===== config.mk =====
export PLATFORM = sky130hd
export DESIGN_NAME = wdt_core
export DESIGN_NICKNAME = d
export VERILOG_FILES = /design/src/rtl/wdt_core.sv
export SDC_FILE = /design/constraint.sdc
export NUM_CORES = 1
export LEC_CHECK = 0
export BUFFER_PORTS_ARGS = -buffer_cell sky130_fd_sc_hd__buf_4
export CAP_MARGIN = 20
export CORE_MARGIN = 4
export CORE_UTILIZATION = 30
export CTS_CLUSTER_DIAMETER = 80
export DETAILED_ROUTE_END_ITERATION = 16
export SLEW_MARGIN = 0
export SYNTH_ARGS = -nofsm -noshare
export SYNTH_HDL_FRONTEND = slang
export SYNTH_SLANG_ARGS = --single-unit

===== constraint.sdc =====
create_clock -name clk -period 3.35 [get_ports clk]
set_input_delay 0.335 -clock clk [delete_from_list [all_inputs] [get_ports clk]]
set_output_delay 0.335 -clock clk [all_outputs]
set_load 0.03 [all_outputs]

===== src/rtl/wdt_core.sv =====
module wdt_core #(
  parameter int unsigned BASE_TICKS = 2000,
  parameter int unsigned MAX_CODE   = 9,
  parameter int unsigned WIN_CYCLES = 4
) (
  input  logic       clk,
  input  logic       rst_n,
  input  logic       tick,
  input  logic       kick,
  input  logic       wr_en,
  input  logic [7:0] wr_data,
  output logic [7:0] rd_data,
  output logic       irq,
  output logic       sys_rst_req,
  output logic       rst_cause
);
  localparam int unsigned SPAN  = BASE_TICKS << MAX_CODE;
  localparam int unsigned CNT_W = $clog2(SPAN);
  localparam int unsigned WIN_W = $clog2(WIN_CYCLES + 1);

  logic             flag_q, ie_q, re_q, rst_q, cause_q;
  logic [3:0]       sel_q;
  logic [WIN_W-1:0] win_q;
  logic [CNT_W-1:0] cnt_q;

  logic             win_open, timed_wr, unlock_wr, running, expire;
  logic [3:0]       sel_eff;
  logic [CNT_W:0]   limit;

  assign win_open  = win_q != '0;
  assign timed_wr  = wr_en && win_open;
  assign unlock_wr = wr_en && !win_open && wr_data[4] && wr_data[3];
  assign sel_eff   = (sel_q > 4'(MAX_CODE)) ? 4'(MAX_CODE) : sel_q;
  assign limit     = (CNT_W+1)'(BASE_TICKS) << sel_eff;
  assign running   = ie_q | re_q;
  assign expire    = running && tick && !kick && ({1'b0, cnt_q} >= limit - 1'b1);

  always_ff @(posedge clk or negedge rst_n) begin
    if (!rst_n) begin
      cnt_q <= '0;
    end else if (!running || kick) begin
      cnt_q <= '0;
    end else if (tick) begin
      cnt_q <= expire ? '0 : cnt_q + 1'b1;
    end
  end

  always_ff @(posedge clk or negedge rst_n) begin
    if (!rst_n) begin
      flag_q  <= 1'b0;
      ie_q    <= 1'b0;
      re_q    <= 1'b0;
      sel_q   <= '0;
      win_q   <= '0;
      rst_q   <= 1'b0;
      cause_q <= 1'b0;
    end else begin
      if (expire && ie_q)            flag_q <= 1'b1;
      else if (wr_en && wr_data[7])  flag_q <= 1'b0;

      if (expire && ie_q && re_q)    ie_q <= 1'b0;
      else if (wr_en)                ie_q <= wr_data[6];

      if (timed_wr) begin
        re_q  <= wr_data[3];
        sel_q <= {wr_data[5], wr_data[2:0]};
      end

      if (unlock_wr)      win_q <= WIN_W'(WIN_CYCLES);
      else if (timed_wr)  win_q <= '0;
      else if (win_open)  win_q <= win_q - 1'b1;

      rst_q <= expire && re_q && !ie_q;

      if (expire && re_q && !ie_q) cause_q <= 1'b1;
      else if (wr_en)              cause_q <= 1'b0;
    end
  end

  assign rd_data     = {flag_q, ie_q, sel_q[3], win_open, re_q, sel_q[2:0]};
  assign irq         = flag_q;
  assign sys_rst_req = rst_q;
  assign rst_cause   = cause_q;

  a_r7_pulse_one_cycle: assert property (@(posedge clk) disable iff (!rst_n)
    sys_rst_req |=> !sys_rst_req);
  a_r7_cause_set: assert property (@(posedge clk) disable iff (!rst_n)
    sys_rst_req |-> rst_cause);
  a_r4_kick_clears: assert property (@(posedge clk) disable iff (!rst_n)
    kick |=> cnt_q == '0);
  a_r10_locked: assert property (@(posedge clk) disable iff (!rst_n)
    (wr_en && !win_open) |=> ($stable(re_q) && $stable(sel_q)));
  a_r5_no_reset_int_only: assert property (@(posedge clk) disable iff (!rst_n)
    (ie_q && !re_q) |=> !sys_rst_req);
  a_r8_ie_dropped: assert property (@(posedge clk) disable iff (!rst_n)
    (expire && ie_q && re_q) |=> (!ie_q && flag_q && !sys_rst_req));
  a_r11_window_from_unlock: assert property (@(posedge clk) disable iff (!rst_n)
    $rose(win_open) |-> $past(wr_en && wr_data[4] && wr_data[3]));
endmodule


# Word level (Yosys, flattened, before mapping)
# Index checks and enable logic that the tools add are counted.
# op_classes
add_sub_neg,3
order_cmp,2
shifts,1
n_mux,13
bitwise_logic,1
reduce_logical,23
# op_table
op,n
two-way mux 20 bit,3
greater-or-equal comparator 20 x 21 -> 1 bit,1
"left shift 11 x 4 -> 21 bit, first input constant",1
"subtractor 21 x 1 -> 21 bit, second input constant",1
"adder 20 x 1 -> 20 bit, second input constant",1
logical AND 1 bit,12
two-way mux 3 bit,3
nonzero test 2 bit,4
two-way mux 1 bit,6
nonzero test 3 bit,2
"> comparator 4 bit, second input constant",1
logical NOT 1 bit,4
two-way mux 4 bit,1
"subtractor 3 x 1 -> 3 bit, second input constant",1
logical OR 1 bit,1
OR 1 bit,1
# totals
reg_bits,32
input_bits,13
out_inout_bits,11
elab_cells,51

# Longest topological paths before layout
# Gate-level depths: netlist (run 1).
# logic_depth
word_depth,9
mapped_depth,16
depth_no_buf,13

# Worst setup path before layout (run 1)
# No wires, ideal clock.
# synth_timing
path_type,register -> register
startpoint,reg sel_q[0]
endpoint,reg cnt_q[18]
setup_ns,0.069
arrival_ns,2.935
required_time_ns,3.281
setup_slack_ns,0.346
stages_incl_launch_ff,15
path_buffers,1
period_less_slack_ns,3.004
path_cell_list,dfrtp_1 clkbuf_1 nor2b_1 nand2_1 ha_1 nor2b_1 a21oi_1 o22ai_1 ha_1 nand3_1 a21oi_1 o21ai_1 nand4_2 or4_1 nand3_1
# synth_between
elab_chain_len,9
# synth_rtl
item,line,source
"start, declared",22,logic [3:0] sel_q;
"start signal, assigned",66,"sel_q <= {wr_data[5], wr_data[2:0]};"
> comparator 4 bit,33,assign sel_eff = (sel_q > 4'(MAX_CODE)) ? 4'(MAX_CODE) : sel_q;
two-way mux 4 bit (*),33,
left shift 11 x 4 -> 21 bit (*),34,assign limit = (CNT_W+1)'(BASE_TICKS) << sel_eff;
subtractor 21 x 1 -> 21 bit (*),36,"assign expire = running && tick && !kick && ({1'b0, cnt_q} >= limit - 1'b1);"
greater-or-equal comparator 20 x 21 -> 1 bit (*),36,
logical AND 1 bit (*),36,
two-way mux 20 bit (*),44,cnt_q <= expire ? '0 : cnt_q + 1'b1;
two-way mux 20 bit (*),43,end else if (tick) begin
two-way mux 20 bit (*),41,end else if (!running || kick) begin
"end signal, assigned",44,
"end, declared",24,logic [CNT_W-1:0] cnt_q;
# Mark *: on every way between the ends. The rest lies on a longest branch, timed or not. The select of a mux whose other input is x is not followed.
# A chain may end at the register's enable or synchronous reset.

# Worst setup path in the final report (run 1)
# layout_timing
startpoint,reg sel_q[1]
endpoint,reg cnt_q[11]
# Same word-level chain as after synthesis.

==> results.rst, run 1 <==
.. list-table::
   :header-rows: 1

   * - Metric
     - Value
   * - Outcome
     - complete, but fails checks
   * - Violated checks
     - negative hold slack
   * - Post-route clock period utilization
     - roughly nine tenths
   * - Post-synth net total
     - 281
   * - Mapped cell area
     - between 2000 and 2500 um2
   * - Cell accounting for the most synthesized area
     - sky130_fd_sc_hd__dfrtp_1
   * - Post-synthesis xor/xnor area fraction
     - less than 1%
   * - Clock transition at the registers of the reported paths
     - 0.07 ns
   * - Number of nets with antenna violations after routing
     - 0
   * - Top fanout value on the critical path
     - 16
   * - Number of global-route vias before repair
     - ~1.7k
   * - Pin count of the biggest net entering global routing
     - 33
   * - Overall power of the completed layout
     - around 1.5 mW
   * - Clock net sink count
     - 32
   * - Floorplan core area
     - between 7000 and 8000 um2
   * - Number of warning messages in the yosys log
     - 0
   * - Proportion of power drawn by combinational gates
     - roughly 44%
   * - Initial core utilization
     - slightly above 30%
   * - Area growth syn-to-layout
     - 13.5%
   * - RePlAce Congestion
     - slightly below 0.8
   * - Cell mode on critical path
     - sky130_fd_sc_hd__a21oi_1
   * - Arithmetic-cell share of the synthesized area counting full adders, half adders and majority gates
     - 11.0%
   * - Critical Path RT
     - ~3.6 ns
   * - Chip Width
     - about 95 um
   * - Final clock skew
     - about 0.0034 ns
   * - Count of H-tree levels built during CTS
     - 2
   * - Area fraction in compound gates after synthesis
     - between 20% and 30%
   * - Ordered cell list for the critical path
     - nor2_1 > nand2_1 > ha_1 > nor2b_1 > a21oi_1 > o22ai_1 > ha_1 > nand3_1 > a21oi_1 > o21ai_1 > and4_1 > buf_4 > a21oi_1 > o21ai_0
   * - Post-synthesis average cell area
     - 9.21 um2
   * - CTS tree
     - yes
   * - Arrival time reported for the critical path endpoint
     - around 3.2 ns
   * - Highest clock rate
     - around 330 MHz
   * - Power density over cell area
     - a little under 600 nW/um2
   * - Unique masters post-synth
     - 50
   * - Slew at the pin closest to its max-slew limit
     - roughly 0.45 ns
   * - Hold Slack
     - -0.0114 ns
   * - Number of antenna violations at the first check in global routing
     - 0
   * - Number of top-level pins
     - 24
   * - Type of the tightest min-delay check
     - primary input to async pin
   * - Hold violation total from the final report
     - 32
   * - Commonest cells after routing, fill and taps aside
     - sky130_fd_sc_hd__nand2_1, sky130_fd_sc_hd__dfrtp_1, sky130_fd_sc_hd__buf_4
   * - Half-perimeter wire length after placement
     - 3.71 mm
   * - Synth area leaders
     - sky130_fd_sc_hd__dfrtp_1, sky130_fd_sc_hd__ha_1, sky130_fd_sc_hd__nand2_1
   * - Total grt overflow
     - 0
   * - Later-pin clock latency in the skew report
     - 0.28 ns
   * - Remaining max-slew budget at the tightest pin
     - a little over two thirds
   * - Family with the most delay on the worst path
     - simple AND/OR/NAND/NOR gates
   * - Critical Path Sink Type
     - register
   * - Global-route total usage across every layer
     - 11.9%
   * - Net Sw Power
     - 634 uW
   * - Share of synthesized cell area in and, or, nand and nor gates
     - 23.9%
   * - Routed wirelength normalized by instance count
     - 13.7 um
   * - Max-slew violation total from the final report
     - 0
   * - RSZ-0062 raised after global routing
     - no
   * - Relative contribution of the clock network to total power
     - 20.5%
   * - Number of vias after detailed routing
     - about 1.9k
   * - Count of nets after finishing
     - 301
   * - Count of max-cap constraint violations
     - 0
   * - Mux contribution to synthesized area
     - under 10%
   * - Number of buffer and inverter stages on the critical path
     - 1
   * - Wirelength, routed
     - around 5 mm
   * - Antenna fix cells
     - 0
   * - Number of buffer cells added on primary ports
     - 23
   * - Category of the critical setup timing path
     - register to register
   * - Clock root buffer master
     - sky130_fd_sc_hd__clkbuf_8
   * - Part of the total power dissipated in sequential elements
     - approximately 35%
   * - Vias per cell
     - between 5 and 6
   * - Final number of setup-violating endpoints
     - 0
   * - Starting DRC count in detailed routing
     - 72
   * - Number of synthesized register bits
     - 32
   * - Pleak
     - 1.17 nW
   * - Share of total power consumed by net switching
     - a little over two fifths
   * - Instance count of the mapped netlist
     - roughly 250
   * - Fin crit period
     - a little over 3 ns
   * - Area share of the leading cell type in the synthesized netlist
     - between 30% and 40%
   * - Internal power consumption
     - between 800 and 900 uW
   * - Largest family of logic cells by synthesized area
     - simple AND/OR/NAND/NOR gates
   * - Crit path largest cell delay
     - about 0.54 ns
   * - Number of buffers on the longest clock path
     - 2
   * - Share of final-layout standard cells stronger than drive strength 1
     - about a fifth
   * - First-pass iteration count of the detailed router
     - 4
   * - Fin Setup TNS
     - 0 ns
   * - Inserted Clock Buffers
     - 5
   * - Number of DRC violations after detailed routing
     - 0
   * - Number of rows created at floorplan
     - 31
   * - Hold-fix buffers at CTS
     - 0
   * - Proportion of synthesized chip area in sequential cells
     - roughly a third
   * - Wire length of the first global-routing pass
     - roughly 8.4 mm
   * - Nature of the critical path startpoint
     - register
   * - Die area
     - 9080 um2
   * - Y dimension of the die
     - 95.3 um
   * - Worst IR drop on VDD
     - 0.000148 V
   * - Standard cell with the maximum stage delay on the critical path
     - sky130_fd_sc_hd__dfrtp_1
## cells in the mapped netlist, drive strengths merged
master,number
a211oi,1
a21o,5
a21oi,15
a221o,2
a221oi,1
a22o,3
a31oi,4
a41oi,1
and2,3
and2b,1
and3,5
and4,1
buf,8
clkbuf,6
dfrtp,32
ha,20
inv,9
mux2,5
mux2i,2
nand2,31
nand3,21
nand3b,1
nand4,6
nor2,12
nor2b,4
nor3,7
nor3b,3
nor4,1
o211ai,4
o21a,3
o21ai,12
o22ai,1
o311ai,6
o31ai,2
o32ai,1
or2,1
or3,5
or3b,1
or4,1
xnor2,1
## sequential cells by signal, indices dropped and copies added (netlist names)
| name | cells |
|---|---|
| cnt_q | 20 |
| ie_q | 1 |
| irq | 1 |
| re_q | 1 |
| rst_cause | 1 |
| sel_q | 4 |
| sys_rst_req | 1 |
| win_q | 3 |
## power groups by stage
| stage | Sequential, mW | Combinational, mW | Clock, mW |
|---|---|---|---|
| floorplan | 0.542 | 0.509 | 0 |
| global placement | 0.538 | 0.668 | 0 |
| detailed placement | 0.541 | 0.674 | 0 |
| CTS | 0.534 | 0.681 | 0.323 |
| global route | 0.557 | 0.757 | 0.335 |
| finish | 0.537 | 0.670 | 0.311 |
## routing by layer
metal | share of wire, % | track usage (%)
met1 | 47 | 15.8
met2 | 48 | 18.8
met3 | 3.2 | 2.68
met4 | 1.6 | 4.69
met5 | 0 | 0
## final timing paths
kind / start / endpoint / slack [ns] / cells past startpoint
min: rst_n / cnt_q[3] / -0.01 / 1
min in group clk: wr_data[0] / sel_q[0] / 0.28 / 2
min reg2reg: win_q[0] / win_q[0] / 0.49 / 1
max reg2reg: sel_q[1] / cnt_q[11] / 0.31 / 14
max: sel_q[1] / cnt_q[11] / 0.31 / 14
max in group asynchronous: rst_n / sel_q[2] / 3.04 / 1
## final cells by class
class / instances / area, um2
fill: 751 / 4740
multi-input combinational: 193 / 1340
sequential: 32 / 802
timing repair buffer: 27 / 203
tap: 99 / 124
clock buffer: 6 / 82.6
inverter: 9 / 33.8
clock inverter: 2 / 10.0
## repair_timing
| item | in CTS | in global routing |
|---|---|---|
| resized for setup | 0 | 1 |
| setup buffers | 0 | 0 |
| endpoints found under the setup margin | 0 | 5 |
## cells by family (layout without fill, tap and decap cells)
group                    Yosys count  after routing
AO/OA/AOI/OAI                     61             61
AND/OR/NAND/NOR                  104            104
XOR/XNOR                           1              1
multiplexers                       7              7
flip-flops                        32             32
adder cells (fa/ha/maj)           20             20
buffers and inverters             23             44
## metrics by stage
step                cell area [um2]  utilization, %  cells  worst slack, ns
floorplan                      2280               -    248            0.346
global placement               2500            34.1    360            0.290
detailed placement             2500            34.1    360            0.260
CTS                            2590            35.4    368            0.256
global route                   2590            35.4    368           0.0404
finish                         2590            35.4    368            0.310
Power figures use the tool's default switching activity.
==> run 2, diff against run 1 <==
--- a/config.mk
+++ b/config.mk
@@ -11,6 +11,7 @@
 export CORE_UTILIZATION = 30
 export CTS_CLUSTER_DIAMETER = 80
 export DETAILED_ROUTE_END_ITERATION = 16
+export RECOVER_POWER = 25
 export SLEW_MARGIN = 0
 export SYNTH_ARGS = -nofsm -noshare
 export SYNTH_HDL_FRONTEND = slang
==> results.rst, run 2 (same netlist as run 1, synthesis figures left out) <==
.. list-table::
   :header-rows: 1

   * - Metric
     - Value
   * - Area growth syn-to-layout
     - 13.4%
   * - Type of the tightest min-delay check
     - primary input to register
   * - Cell mode on critical path
     - sky130_fd_sc_hd__a21oi_1
   * - Critical Path RT
     - 3.55 ns (about the same)
   * - Number of vias after detailed routing
     - 1898 (unchanged)
   * - Number of buffer cells added on primary ports
     - 23 (unchanged)
   * - Routed wirelength normalized by instance count
     - 13.7 um (about the same)
   * - Initial core utilization
     - 31.2% (unchanged)
   * - Place WS
     - 0.260 ns (unchanged)
   * - Later-pin clock latency in the skew report
     - 0.28 ns (about the same)
   * - Top fanout value on the critical path
     - 16 (unchanged)
   * - Number of DRC violations after detailed routing
     - 0 (unchanged)
   * - Outcome
     - complete, but fails checks
   * - Number of nets with antenna violations after routing
     - 0 (unchanged)
   * - RePlAce Congestion
     - 0.783 (unchanged)
   * - Max FFs per register
     - 20 (unchanged)
   * - Starting DRC count in detailed routing
     - 72 (unchanged)
   * - Hold violation total from the final report
     - 0 (-100%)
   * - Clock transition at the registers of the reported paths
     - 0.07 ns (about the same)
   * - Buffers inserted during post-CTS setup optimization
     - 0 (unchanged)
   * - Pleak
     - 1.17 nW (-0.31%)
   * - Arrival time reported for the critical path endpoint
     - 3.24 ns (about the same)
   * - Wire length of the first global-routing pass
     - 8.42 mm (unchanged)
   * - Y dimension of the die
     - 95.3 um (unchanged)
   * - Chip Width
     - 95.3 um (unchanged)
   * - Category of the critical setup timing path
     - register to register
   * - Post-route clock period utilization
     - 90.8% (unchanged)
   * - Crit path largest cell delay
     - 0.54 ns (about the same)
   * - Post-layout util
     - 35.3% (-0.051 points)
   * - Inserted Clock Buffers
     - 5 (unchanged)
   * - Vias per cell
     - 5.16 (unchanged)
   * - Antenna fix cells
     - 0 (unchanged)
   * - Worst IR drop on VDD
     - 0.000148 V (unchanged)
   * - Reg with most FFs
     - cnt_q
   * - Number of antenna violations at the first check in global routing
     - 0 (unchanged)
   * - Max-slew violation total from the final report
     - 33 (+33)
   * - Remaining max-slew budget at the tightest pin
     - -18.0% (-88 points)
   * - Die area
     - 9080 um2 (unchanged)
   * - Half-perimeter wire length after placement
     - 3.71 mm (unchanged)
   * - Number of rows created at floorplan
     - 31 (unchanged)
   * - Number of buffers on the longest clock path
     - 2 (unchanged)
   * - Fin crit period
     - 3.04 ns (unchanged)
   * - Total grt overflow
     - 0 (unchanged)
   * - Final setup slack of the worst path
     - 0.310 ns (unchanged)
   * - Highest clock rate
     - 329 MHz (unchanged)
   * - Non-Filler Cell Area, Final
     - 2590 um2 (-0.14%)
   * - Violated checks
     - max-capacitance violations, max-slew violations
   * - Pin count of the biggest net entering global routing
     - 33 (unchanged)
   * - Ordered cell list for the critical path
     - nor2_1 > nand2_1 > ha_1 > nor2b_1 > a21oi_1 > o22ai_1 > ha_1 > nand3_1 > a21oi_1 > o21ai_1 > and4_1 > buf_4 > a21oi_1 > o21ai_0
   * - Count of max-cap constraint violations
     - 1 (+1)
   * - Wirelength, routed
     - 5.04 mm (about the same)
   * - Worst R2R Setup Slack
     - 0.31 ns (about the same)
   * - Slew at the pin closest to its max-slew limit
     - 1.77 ns (+1.32 ns)
   * - Share of final-layout standard cells stronger than drive strength 1
     - 20.4% (-0.37 points)
   * - Clock net sink count
     - 32 (unchanged)
   * - Critical Path Sink Type
     - register
   * - Global-route total usage across every layer
     - 11.9% (unchanged)
   * - Commonest cells after routing, fill and taps aside
     - sky130_fd_sc_hd__nand2_1, sky130_fd_sc_hd__dfrtp_1, sky130_fd_sc_hd__buf_4
   * - Fin Setup TNS
     - 0 ns (unchanged)
   * - CTS tree
     - yes
   * - Final number of setup-violating endpoints
     - 0 (unchanged)
   * - Nature of the critical path startpoint
     - register
   * - Floorplan core area
     - 7330 um2 (unchanged)
   * - Count of H-tree levels built during CTS
     - 2 (unchanged)
   * - Count of nets after finishing
     - 301 (unchanged)
   * - RSZ-0062 raised after global routing
     - no
   * - Standard cell with the maximum stage delay on the critical path
     - sky130_fd_sc_hd__dfrtp_1
   * - Hold Slack
     - 0.279 ns (+0.290 ns)
   * - Post-Place Cell Area
     - 2500 um2 (unchanged)
   * - Final clock skew
     - 0.00336 ns (unchanged)
   * - First-pass iteration count of the detailed router
     - 4 (unchanged)
   * - Power density over cell area
     - 586 nW/um2 (+0.11%)
   * - Largest registers in the final layout
     - cnt_q: 20 flops, sel_q: 4 flops, win_q: 3 flops
   * - Number of top-level pins
     - 24 (unchanged)
   * - Clock root buffer master
     - sky130_fd_sc_hd__clkbuf_8
   * - Number of global-route vias before repair
     - 1731 (unchanged)
==> run 2: cell types whose count changed in the layout (fill, tap and decap cells not counted) <==
cell,delta
sky130_fd_sc_hd__buf_4,-1
sky130_fd_sc_hd__clkbuf_1,+1
==> run 2: worst max-delay path, delay by kind of cell, from the launching register on <==
| kind | cells | cell delay, ns |
|---|---|---|
| adders and majority gates | 2 | 0.53 |
| buffers and inverters | 1 | 0.24 |
| and+or+nand+nor | 5 | 0.91 |
| AOI/OAI and AO/OA | 6 | 0.73 |
| DFF | 1 | 0.54 |
==> run 2: timing repair <==
item                                    4_1_cts  5_1_grt
gates resized for setup                       0        1
endpoints found under the setup margin        0        5
hold buffers                                  0        0
==> run 2: metrics by stage <==
| stage | power [mW] | std cells |
|---|---|---|
| floorplan | 1.05 | 248 |
| global placement | 1.21 | 360 |
| detailed placement | 1.22 | 360 |
| CTS | 1.54 | 368 |
| global route | 1.65 | 368 |
| finish | 1.52 | 368 |
==> run 2: layout make-up <==
class                      instances  area [um2]
fill                             753        4740
multi-input combinational        193        1340
sequential                        32         802
timing repair buffer              27         199
tap                               99         124
clock buffer                       6        82.6
inverter                           9        33.8
clock inverter                     2        10.0
==> run 2: path summary, 6_finish.rpt <==
kind | startpoint | to | cells after the start
min | wr_data[0] | sel_q[0] | 2
max in group asynchronous | rst_n | sel_q[2] | 1
min in group asynchronous | rst_n | cnt_q[3] | 1
max | sel_q[1] | cnt_q[11] | 14
min reg2reg | win_q[0] | win_q[0] | 1
max reg2reg | sel_q[1] | cnt_q[11] | 14
==> run 2: report_power, final <==
part / switching, mW / internal, mW / leakage [nW] / total [mW]
clock: 0.147 / 0.164 / 0.0510 / 0.311
sequential: 0.0986 / 0.439 / 0.429 / 0.537
combinational: 0.388 / 0.282 / 0.688 / 0.670
==> run 2: metal layers <==
metal  track usage, %  wire length [um]  vias to the layer above  part of all wire, %
met5                0                 0                        -                    0
met3             2.68               161                        4                  3.2
li1                 -                 -                      955                    -
met4             4.69                79                        0                  1.6
met1             15.8              2370                      910                   47
met2             18.8              2430                       29                   48
